**src/rtl/sclgen_pkg.sv**
```systemverilog
package sclgen_pkg;

    typedef enum logic [1:0] {
        PH_IDLE = 2'd0,
        PH_LOW  = 2'd1,
        PH_HIGH = 2'd2
    } phase_e;

endpackage

```
**src/rtl/sclgen_len_calc.sv**
```systemverilog
// Turns one 16-bit divisor half into a phase length in input clocks,
// with the zero count clamped to one unit.
module sclgen_len_calc #(
    parameter int HALF_W    = 16,
    parameter int UNIT_LOG2 = 3
) (
    input  logic [HALF_W-1:0]           count_i,
    output logic [HALF_W+UNIT_LOG2-1:0] len_o
);
    localparam logic [HALF_W-1:0] ONE_UNIT = HALF_W'(1);

    logic [HALF_W-1:0] eff_count;

    always_comb begin
        // a count of zero acts as a count of one
        eff_count = (count_i == '0) ? ONE_UNIT : count_i;
        len_o     = {eff_count, {UNIT_LOG2{1'b0}}};
    end

endmodule

```
**src/rtl/sclgen_seq.sv**
```systemverilog
// Phase sequencer: idle -> low -> high -> low ... while active.
module sclgen_seq
    import sclgen_pkg::*;
#(
    parameter int HALF_W    = 16,
    parameter int UNIT_LOG2 = 3
) (
    input  logic                          clk,
    input  logic                          rst_n,
    input  logic                          active_i,
    input  logic [HALF_W+UNIT_LOG2-1:0]   lo_len_i,
    input  logic [HALF_W+UNIT_LOG2-1:0]   hi_len_i,
    output phase_e                        phase_o,
    output logic [HALF_W+UNIT_LOG2-1:0]   cnt_o,
    output logic [HALF_W+UNIT_LOG2-1:0]   lo_len_o,
    output logic [HALF_W+UNIT_LOG2-1:0]   hi_len_o
);
    localparam int LEN_W = HALF_W + UNIT_LOG2;
    localparam logic [LEN_W-1:0] ONE = LEN_W'(1);

    typedef struct packed {
        phase_e           phase;
        logic [LEN_W-1:0] cnt;
        logic [LEN_W-1:0] lo_len;
        logic [LEN_W-1:0] hi_len;
    } seq_t;

    seq_t s_d, s_q;

    always_comb begin
        s_d = s_q;
        if (!active_i) begin
            s_d.phase = PH_IDLE;
            s_d.cnt   = '0;
        end else begin
            unique case (s_q.phase)
                PH_IDLE: begin
                    s_d.phase  = PH_LOW;
                    s_d.cnt    = '0;
                    s_d.lo_len = lo_len_i;
                    s_d.hi_len = hi_len_i;
                end
                PH_LOW: begin
                    if (s_q.cnt == s_q.lo_len - ONE) begin
                        s_d.phase = PH_HIGH;
                        s_d.cnt   = '0;
                    end else begin
                        s_d.cnt = s_q.cnt + ONE;
                    end
                end
                PH_HIGH: begin
                    if (s_q.cnt == s_q.hi_len - ONE) begin
                        s_d.phase  = PH_LOW;
                        s_d.cnt    = '0;
                        s_d.lo_len = lo_len_i;
                        s_d.hi_len = hi_len_i;
                    end else begin
                        s_d.cnt = s_q.cnt + ONE;
                    end
                end
                default: begin
                    s_d.phase = PH_IDLE;
                    s_d.cnt   = '0;
                end
            endcase
        end
    end

    always_ff @(posedge clk or negedge rst_n) begin
        if (!rst_n) begin
            s_q.phase  <= PH_IDLE;
            s_q.cnt    <= '0;
            s_q.lo_len <= '0;
            s_q.hi_len <= '0;
        end else begin
            s_q <= s_d;
        end
    end

    assign phase_o  = s_q.phase;
    assign cnt_o    = s_q.cnt;
    assign lo_len_o = s_q.lo_len;
    assign hi_len_o = s_q.hi_len;

    a_r3_low_cnt_bound: assert property (@(posedge clk) disable iff (!rst_n)
        (s_q.phase == PH_LOW) |-> (s_q.cnt < s_q.lo_len));

    a_r4_high_cnt_bound: assert property (@(posedge clk) disable iff (!rst_n)
        (s_q.phase == PH_HIGH) |-> (s_q.cnt < s_q.hi_len));

    a_r5_len_nonzero: assert property (@(posedge clk) disable iff (!rst_n)
        (s_q.phase != PH_IDLE) |-> (s_q.lo_len != '0 && s_q.hi_len != '0));

    a_r8_len_held: assert property (@(posedge clk) disable iff (!rst_n)
        (s_q.phase == PH_HIGH || (s_q.phase == PH_LOW && s_q.cnt != '0))
        |-> ($stable(s_q.lo_len) && $stable(s_q.hi_len)));

    a_r9_low_to_high: assert property (@(posedge clk) disable iff (!rst_n)
        (s_q.phase == PH_HIGH && $past(s_q.phase) == PH_LOW)
        |-> ($past(s_q.cnt) == $past(s_q.lo_len) - ONE));

endmodule

```
**src/rtl/sclgen_strobe.sv**
```systemverilog
// Decodes the sequencer state into the SCL drive and the mid-phase strobes.
module sclgen_strobe
    import sclgen_pkg::*;
#(
    parameter int HALF_W    = 16,
    parameter int UNIT_LOG2 = 3
) (
    input  logic                        clk,
    input  logic                        rst_n,
    input  phase_e                      phase_i,
    input  logic [HALF_W+UNIT_LOG2-1:0] cnt_i,
    input  logic [HALF_W+UNIT_LOG2-1:0] lo_len_i,
    input  logic [HALF_W+UNIT_LOG2-1:0] hi_len_i,
    output logic                        scl_low_o,
    output logic                        chg_o,
    output logic                        smp_o
);
    logic [HALF_W+UNIT_LOG2-1:0] lo_mid, hi_mid;

    always_comb begin
        lo_mid    = lo_len_i >> 1;
        hi_mid    = hi_len_i >> 1;
        scl_low_o = (phase_i == PH_LOW);
        chg_o     = (phase_i == PH_LOW)  && (cnt_i == lo_mid);
        smp_o     = (phase_i == PH_HIGH) && (cnt_i == hi_mid);
    end

    a_r6_chg_in_low: assert property (@(posedge clk) disable iff (!rst_n)
        chg_o |-> scl_low_o);

    a_r7_smp_in_high: assert property (@(posedge clk) disable iff (!rst_n)
        smp_o |-> (phase_i == PH_HIGH));

endmodule

```
**src/rtl/scl_phase_gen.sv**
```systemverilog
module scl_phase_gen
    import sclgen_pkg::*;
#(
    parameter int HALF_W    = 16,
    parameter int UNIT_LOG2 = 3
) (
    input  logic                  clk,
    input  logic                  rst_n,
    input  logic                  enable_i,
    input  logic                  run_i,
    input  logic [2*HALF_W-1:0]   div_cfg_i,
    output logic                  scl_low_o,
    output logic                  chg_stb_o,
    output logic                  smp_stb_o
);
    localparam int LEN_W = HALF_W + UNIT_LOG2;

    logic             active;
    logic [LEN_W-1:0] half_len [2];
    phase_e           phase;
    logic [LEN_W-1:0] cnt, lo_len_q, hi_len_q;

    assign active = enable_i & run_i;

    // index 0: low half of the divisor, index 1: high half
    for (genvar h = 0; h < 2; h++) begin : g_half
        sclgen_len_calc #(
            .HALF_W    (HALF_W),
            .UNIT_LOG2 (UNIT_LOG2)
        ) u_len (
            .count_i (div_cfg_i[h*HALF_W +: HALF_W]),
            .len_o   (half_len[h])
        );
    end

    sclgen_seq #(
        .HALF_W    (HALF_W),
        .UNIT_LOG2 (UNIT_LOG2)
    ) u_seq (
        .clk      (clk),
        .rst_n    (rst_n),
        .active_i (active),
        .lo_len_i (half_len[0]),
        .hi_len_i (half_len[1]),
        .phase_o  (phase),
        .cnt_o    (cnt),
        .lo_len_o (lo_len_q),
        .hi_len_o (hi_len_q)
    );

    sclgen_strobe #(
        .HALF_W    (HALF_W),
        .UNIT_LOG2 (UNIT_LOG2)
    ) u_strobe (
        .clk       (clk),
        .rst_n     (rst_n),
        .phase_i   (phase),
        .cnt_i     (cnt),
        .lo_len_i  (lo_len_q),
        .hi_len_i  (hi_len_q),
        .scl_low_o (scl_low_o),
        .chg_o     (chg_stb_o),
        .smp_o     (smp_stb_o)
    );

    a_r1_idle_quiet: assert property (@(posedge clk) disable iff (!rst_n)
        !active |=> (!scl_low_o && !chg_stb_o && !smp_stb_o));

    a_r2_start_low: assert property (@(posedge clk) disable iff (!rst_n)
        (active && phase == PH_IDLE) |=> scl_low_o);

endmodule

```
**config.mk**
```make
export PLATFORM = sky130hd
export DESIGN_NAME = scl_phase_gen
export DESIGN_NICKNAME = d
export VERILOG_FILES = /design/src/rtl/sclgen_pkg.sv /design/src/rtl/sclgen_len_calc.sv /design/src/rtl/sclgen_seq.sv /design/src/rtl/sclgen_strobe.sv /design/src/rtl/scl_phase_gen.sv
export SDC_FILE = /design/constraint.sdc
export NUM_CORES = 1
export LEC_CHECK = 0
export BUFFER_PORTS_ARGS = -buffer_cell sky130_fd_sc_hd__buf_2
export CAP_MARGIN = 5
export CORE_UTILIZATION = 30
export CTS_CLUSTER_SIZE = 14
export DETAILED_ROUTE_END_ITERATION = 10
export PLACE_DENSITY = 0.53
export SKIP_LAST_GASP = 1
export SYNTH_ARGS = -nofsm -noshare
export SYNTH_HDL_FRONTEND = slang
export SYNTH_HIERARCHICAL = 1
export SYNTH_SLANG_ARGS = --single-unit
export TNS_END_PERCENT = 100
```
**constraint.sdc**
```tcl
create_clock -name clk -period 3 [get_ports clk]
set_input_delay 0.6 -clock clk [delete_from_list [all_inputs] [get_ports clk]]
set_output_delay 0.6 -clock clk [all_outputs]
set_load 0.01 [all_outputs]
```
* Yosys cells after proc, flatten, opt, wreduce, memory -nomap -nowiden
Cells that the tools add are included.
** Word-level totals
- Output and inout port bits :: 3
- Word-level logic and storage cells :: 35
- Input port bits :: 36
- Bits in registers :: 59
** Operators by class
- Equal/unequal tests :: 9
- $add $sub $neg :: 3
- Reductions and logical operators :: 8
- Mux-type cells :: 10
- Bitwise operators :: 1
** Operators by type and width (number)
- 38-bit case mux with 2 select lines :: 1
- 21-bit case mux with 3 select lines :: 1
- 19-bit by 18-bit == test with 1-bit output :: 2
- 19-bit == test :: 2
- 19-bit two-way mux :: 2
- 38-bit two-way mux :: 1
- 19-bit by 1-bit subtractor with 19-bit output (second input constant) :: 2
- 16-bit zero test :: 2
- 16-bit two-way mux :: 2
- 21-bit two-way mux :: 1
- 19-bit by 1-bit adder with 19-bit output (second input constant) :: 1
- 3-bit inequality test (second input constant) :: 2
- 2-bit two-way mux :: 2
- 3-bit AND reduction :: 1
- 2-bit by 1-bit == test with 1-bit output (second input constant) :: 1
- 2-bit == test (second input constant) :: 1
- 1-bit logical AND :: 2
- 2-bit zero test :: 1
- 2-bit by 1-bit inequality test with 1-bit output (second input constant) :: 1
- 2-bit AND reduction :: 1
- 2-bit nonzero test :: 1
- 1-bit AND :: 1

* Logic depth before layout (Yosys ltp)
- Word-level depth :: 5
- Gate-level depth with buffers :: 11
- Mapped depth without buffers :: 9

* Modules after synthesis
Netlist, hierarchy kept.
** Modules (own cells, without submodules)
- sclgen_seq :: area each 3957.5 um^2, instances 1, cells an instance 404, sequential area each 1476.4 um^2
- sclgen_strobe :: area each 414.1 um^2, instances 1, cells an instance 51, sequential area each 0.0 um^2
- sclgen_len_calc :: area each 116.4 um^2, instances 2, cells an instance 24, sequential area each 0.0 um^2
- scl_phase_gen :: area each 6.3 um^2, instances 1, cells an instance 1, sequential area each 0.0 um^2

* Least setup slack after synthesis
Ideal clock, no wire load.
- Path type :: register -> register
- Start :: reg u_seq.s_q, in the netlist u_seq/hi_len_o[0]
- End :: reg u_seq.s_q, in the netlist u_seq/hi_len_o[10]
- Clock period less this slack :: 3.013 ns
- Data arrival time :: 2.886 ns
- Library setup time :: 0.127 ns
- Stages on the path, launching flop included :: 12
- Required time :: 2.873 ns
- Slack :: -0.013 ns
- Path buffers :: 2
- Cell sequence :: dfrtp_1 inv_1 ha_1 or4b_4 nor3_2 nand4_1 a2111oi_2 nand4_1 o31ai_4 buf_6 buf_8 mux2_1
** On the way
- Cells in the longest elaborated chain, start to end :: 4
** Ends and longest elaborated chain
- start, declared :: line sclgen_seq.sv:28 : seq_t s_d, s_q;
- 19-bit by 1-bit subtractor with 19-bit output :: line sclgen_seq.sv:52 : if (s_q.cnt == s_q.hi_len - ONE) begin
- 19-bit == test :: line sclgen_seq.sv:52
- 2-bit by 1-bit inequality test with 1-bit output (no line)
- 3-bit AND reduction (no line)
Every way passes these cells.
A chain may end at the register's enable or synchronous reset.

* Worst setup path after layout
- Start :: reg u_seq.s_q, in the netlist u_seq/hi_len_o[0]
- End :: reg u_seq.s_q, in the netlist u_seq/lo_len_o[13]
The elaborated chain is that of the path after synthesis.

==> summary.txt <==
GRT
  – Total GRT Usage: 17.0%
  – Largest net degree at the start of global routing: 25
  – First-pass GRT wire length: 21.2 mm
  – Global route total overflow: 0
  – Initial antenna violation count: 0
  – Vias in the first global route: 3926

Synthesis
  – Largest cells by area after synthesis: dfrtp_1 32%, xor2_1 10%, xnor2_1 8.4%
  – Main synth FF type: dfrtp_1
  – Post-Syn Instances: 504
  – Mapped Area: 4610 µm²
  – FFs w/ async S/R, synth: 100%
  – Yosys warns: 6
  – Syn Area/Cell: 9.15 µm²
  – Post-synth EDFFs: 0
  – Synth cell count leaders: 59 x dfrtp_1, 53 x xor2_1, 46 x clkbuf_1
  – Number of synthesized register bits: 59
  – Synth top area share: 32.0%
  – Count of cell types in the netlist: 65
  – Sequential area share after synthesis: 32.0%
  – Yosys top cell by area: dfrtp_1
  – Most instantiated library cell after synthesis: dfrtp_1

Place
  – Final HPWL DP: 9.73 mm
  – GPL Wtd Cong: 0.828
  – DP Worst Slack: -101 ps
  – Dpl cells: 725
  – Number of I/O port buffers: 38

Floorplanning
  – Die width: 126 µm
  – Core Rows: 44
  – Core ar.: 14800 µm²
  – Ports: 39
  – Die ar.: 15900 µm²
  – Initial Utilization: 31.3%
  – Die extent in y: 126 µm

Clock tree
  – Clock Tree Buf Depth: 2
  – Root Buffer: clkbuf_16
  – Clk sinks: 59
  – CTS tree: yes
  – CTS H-tree depth: 3
  – Clock latency on the worst-skew pair: 330 ps
  – CTS Buf Count: 9
  – Clk pin slew, worst setup/hold paths: 50 ps

Detailed routing
  – Drt total wl: 13.0 mm
  – Iter 0 DRT Violations: 254
  – Drt wl/cell: 17.3 µm
  – Drt first pass iters: 5
  – Vias/cell: 5.33
  – DR vias: 3994
  – Routed Antenna Nets: 0
  – # DRC: 0

Final layout
  – Final nets: 599
  – Antenna Cells: 0
  – P&R area growth vs syn: 23.2%
  – Final cell count without fillers: 749
  – Share of cells above drive strength 1: 29.4%
  – FILL cells: 1483

Power and ir drop
  – Worst ir drop on vdd: 0.000359 V
  – Cell area power density: 555 nW/µm²
  – Leak Pwr: 2.31 nW

STA
  – Unrepaired setup endpoints after global routing: yes
  – Fin worst setup slack: -132 ps
  – Layout Skew: 5.38 ps
  – FMAX: 319 MHz
  – Final Hold Fails: 0
  – Hold slack: 231 ps
  – Setup Viol. Count Final: 38
  – Clock period minus worst slack: 3130 ps
  – Part of the cycle the worst path needs: 104%
  – Max transition margin: 64.5%
  – Max Slew Vio Count: 0
  – Worst-Margin Slew: 530 ps

Worst setup path
  – WP data arrival: 3340 ps
  – Worst Reg2Reg Path Length in Cells: 11
  – Crit path launch: u_seq/hi_len_o[0]
  – Crit Path Class: reg2reg
  – CP startpoint kind: flip-flop
  – Setup crit end: u_seq/lo_len_o[13]
  – R2r endpoint: u_seq/lo_len_o[13]
  – Crit end category: flip-flop
  – Reg2reg start: u_seq/hi_len_o[0]
  – CP Max Fanout: 10
  – Worst path required time: 3210 ps
  – Setup slack of the most critical reg-to-reg path: -130 ps

Run status
  – Outcome: finished, violations left
  – Failing checks: negative setup slack

Run
  – MaxCap Viol Count: 0

Min path
  – Worst hold-check path type: in2async
## state kept, by name (all words and copies together), names as in the netlist
signal          cells
u_seq/cnt_o        19
u_seq/hi_len_o     19
u_seq/lo_len_o     19
u_seq/phase_o       2
## through the flow
step	area [µm²]	utilization [%]	power [mW]	setup TNS [ps]
2_1_floorplan	4640	-	1.65	0
3_3_place_gp	5230	35.4	1.98	-881
3_5_place_dp	5230	35.4	2.00	-3320
4_1_cts	5620	38.1	3.17	-2900
5_1_grt	5680	38.5	3.34	-10030
6_report	5680	38.5	3.15	-4310
## routing by layer
metal / track usage (%) / routed length, µm / part of all wire (%)
met1: 22.3 / 6060 / 47
met2: 28.0 / 6250 / 48
met3: 3.23 / 409 / 3.2
met4: 5.74 / 263 / 2.0
met5: 0 / 0 / 0
## cell type report
| class | instances | area (µm²) | share of cell area, % |
|---|---|---|---|
| timing repair buffer | 101 | 749 | 13.2 |
| inverter | 15 | 56.3 | 0.991 |
| tap | 184 | 230 | 4.05 |
| clock inverter | 4 | 72.6 | 1.28 |
| clock buffer | 12 | 256 | 4.51 |
| sequential | 59 | 1480 | 26.0 |
| multi-input combinational | 374 | 2840 | 50.0 |
## cell usage in the layout, fill, tap and decap left out, types with 3 or more instances in the layout
master / Yosys / routed
buf_6: 2 / 3
clkbuf_16: 0 / 10
a211oi_1: 4 / 4
dfrtp_1: 59 / 59
buf_2: 3 / 38
nand3_1: 21 / 21
mux2_1: 9 / 8
a31oi_1: 4 / 4
a21oi_1: 25 / 25
mux2_2: 29 / 29
nor4b_1: 4 / 4
mux2i_1: 3 / 3
nand4b_1: 4 / 4
nand2_1: 16 / 16
nor2b_1: 4 / 4
nor4_1: 18 / 18
buf_12: 0 / 3
xnor2_1: 44 / 44
and4_1: 3 / 3
nor3_1: 21 / 20
o21ai_0: 8 / 8
inv_1: 15 / 15
conb_1: 2 / 6
nand4_1: 18 / 18
or4_1: 6 / 6
buf_4: 8 / 55
nor2_1: 23 / 23
xor2_1: 53 / 53
## cell families (layout without fill, tap and decap cells)
logic type	after synthesis	count (layout)	share of synthesized area, %
and+or+nand+nor	159	159	20.7
xor gates and xnor gates	97	97	18.4
buffers and inverters	75	132	7.41
AOI/OAI and AO/OA	68	68	10.6
DFF	59	59	32.0
muxes	41	41	9.93
adders and majority gates	3	3	0.814
other	2	6	0.163
## report_power, final
group,internal (mW),switching (mW)
combinational,0.478,0.490
sequential,0.903,0.145
clock,0.771,0.368
## timing repair
action | 4_1_cts | 5_1_grt
endpoints found under the setup margin | 38 | 59
gates resized for setup | 1 | 8
pin swaps | 0 | 4
hold buffers | 0 | 0
buffers inserted | 4 | 1
gates cloned | 1 | 2
hold endpoints to repair | 0 | 0
## worst min-delay path by stage
| stage | end | from |
|---|---|---|
| global placement | u_seq/hi_len_o[6] | u_seq/hi_len_o[6] |
| detailed placement | u_seq/hi_len_o[8] | u_seq/hi_len_o[8] |
| finish | u_seq/hi_len_o[0] | rst_n |
| floorplan | u_seq/cnt_o[0] | rst_n |
| global route | u_seq/hi_len_o[0] | rst_n |
| CTS | u_seq/hi_len_o[0] | rst_n |
## critical path, stage by stage (launching register included)
cell and delay [ps]:
dfrtp_1 370, inv_1 60, ha_2 170, or4b_4 520, nor3_4 160, nand4_1 130
a2111oi_2 380, nand4_1 250, o31ai_4 320, buf_6 160, clkbuf_16 160, mux2_2 330
Power figures use the tool's default switching activity.
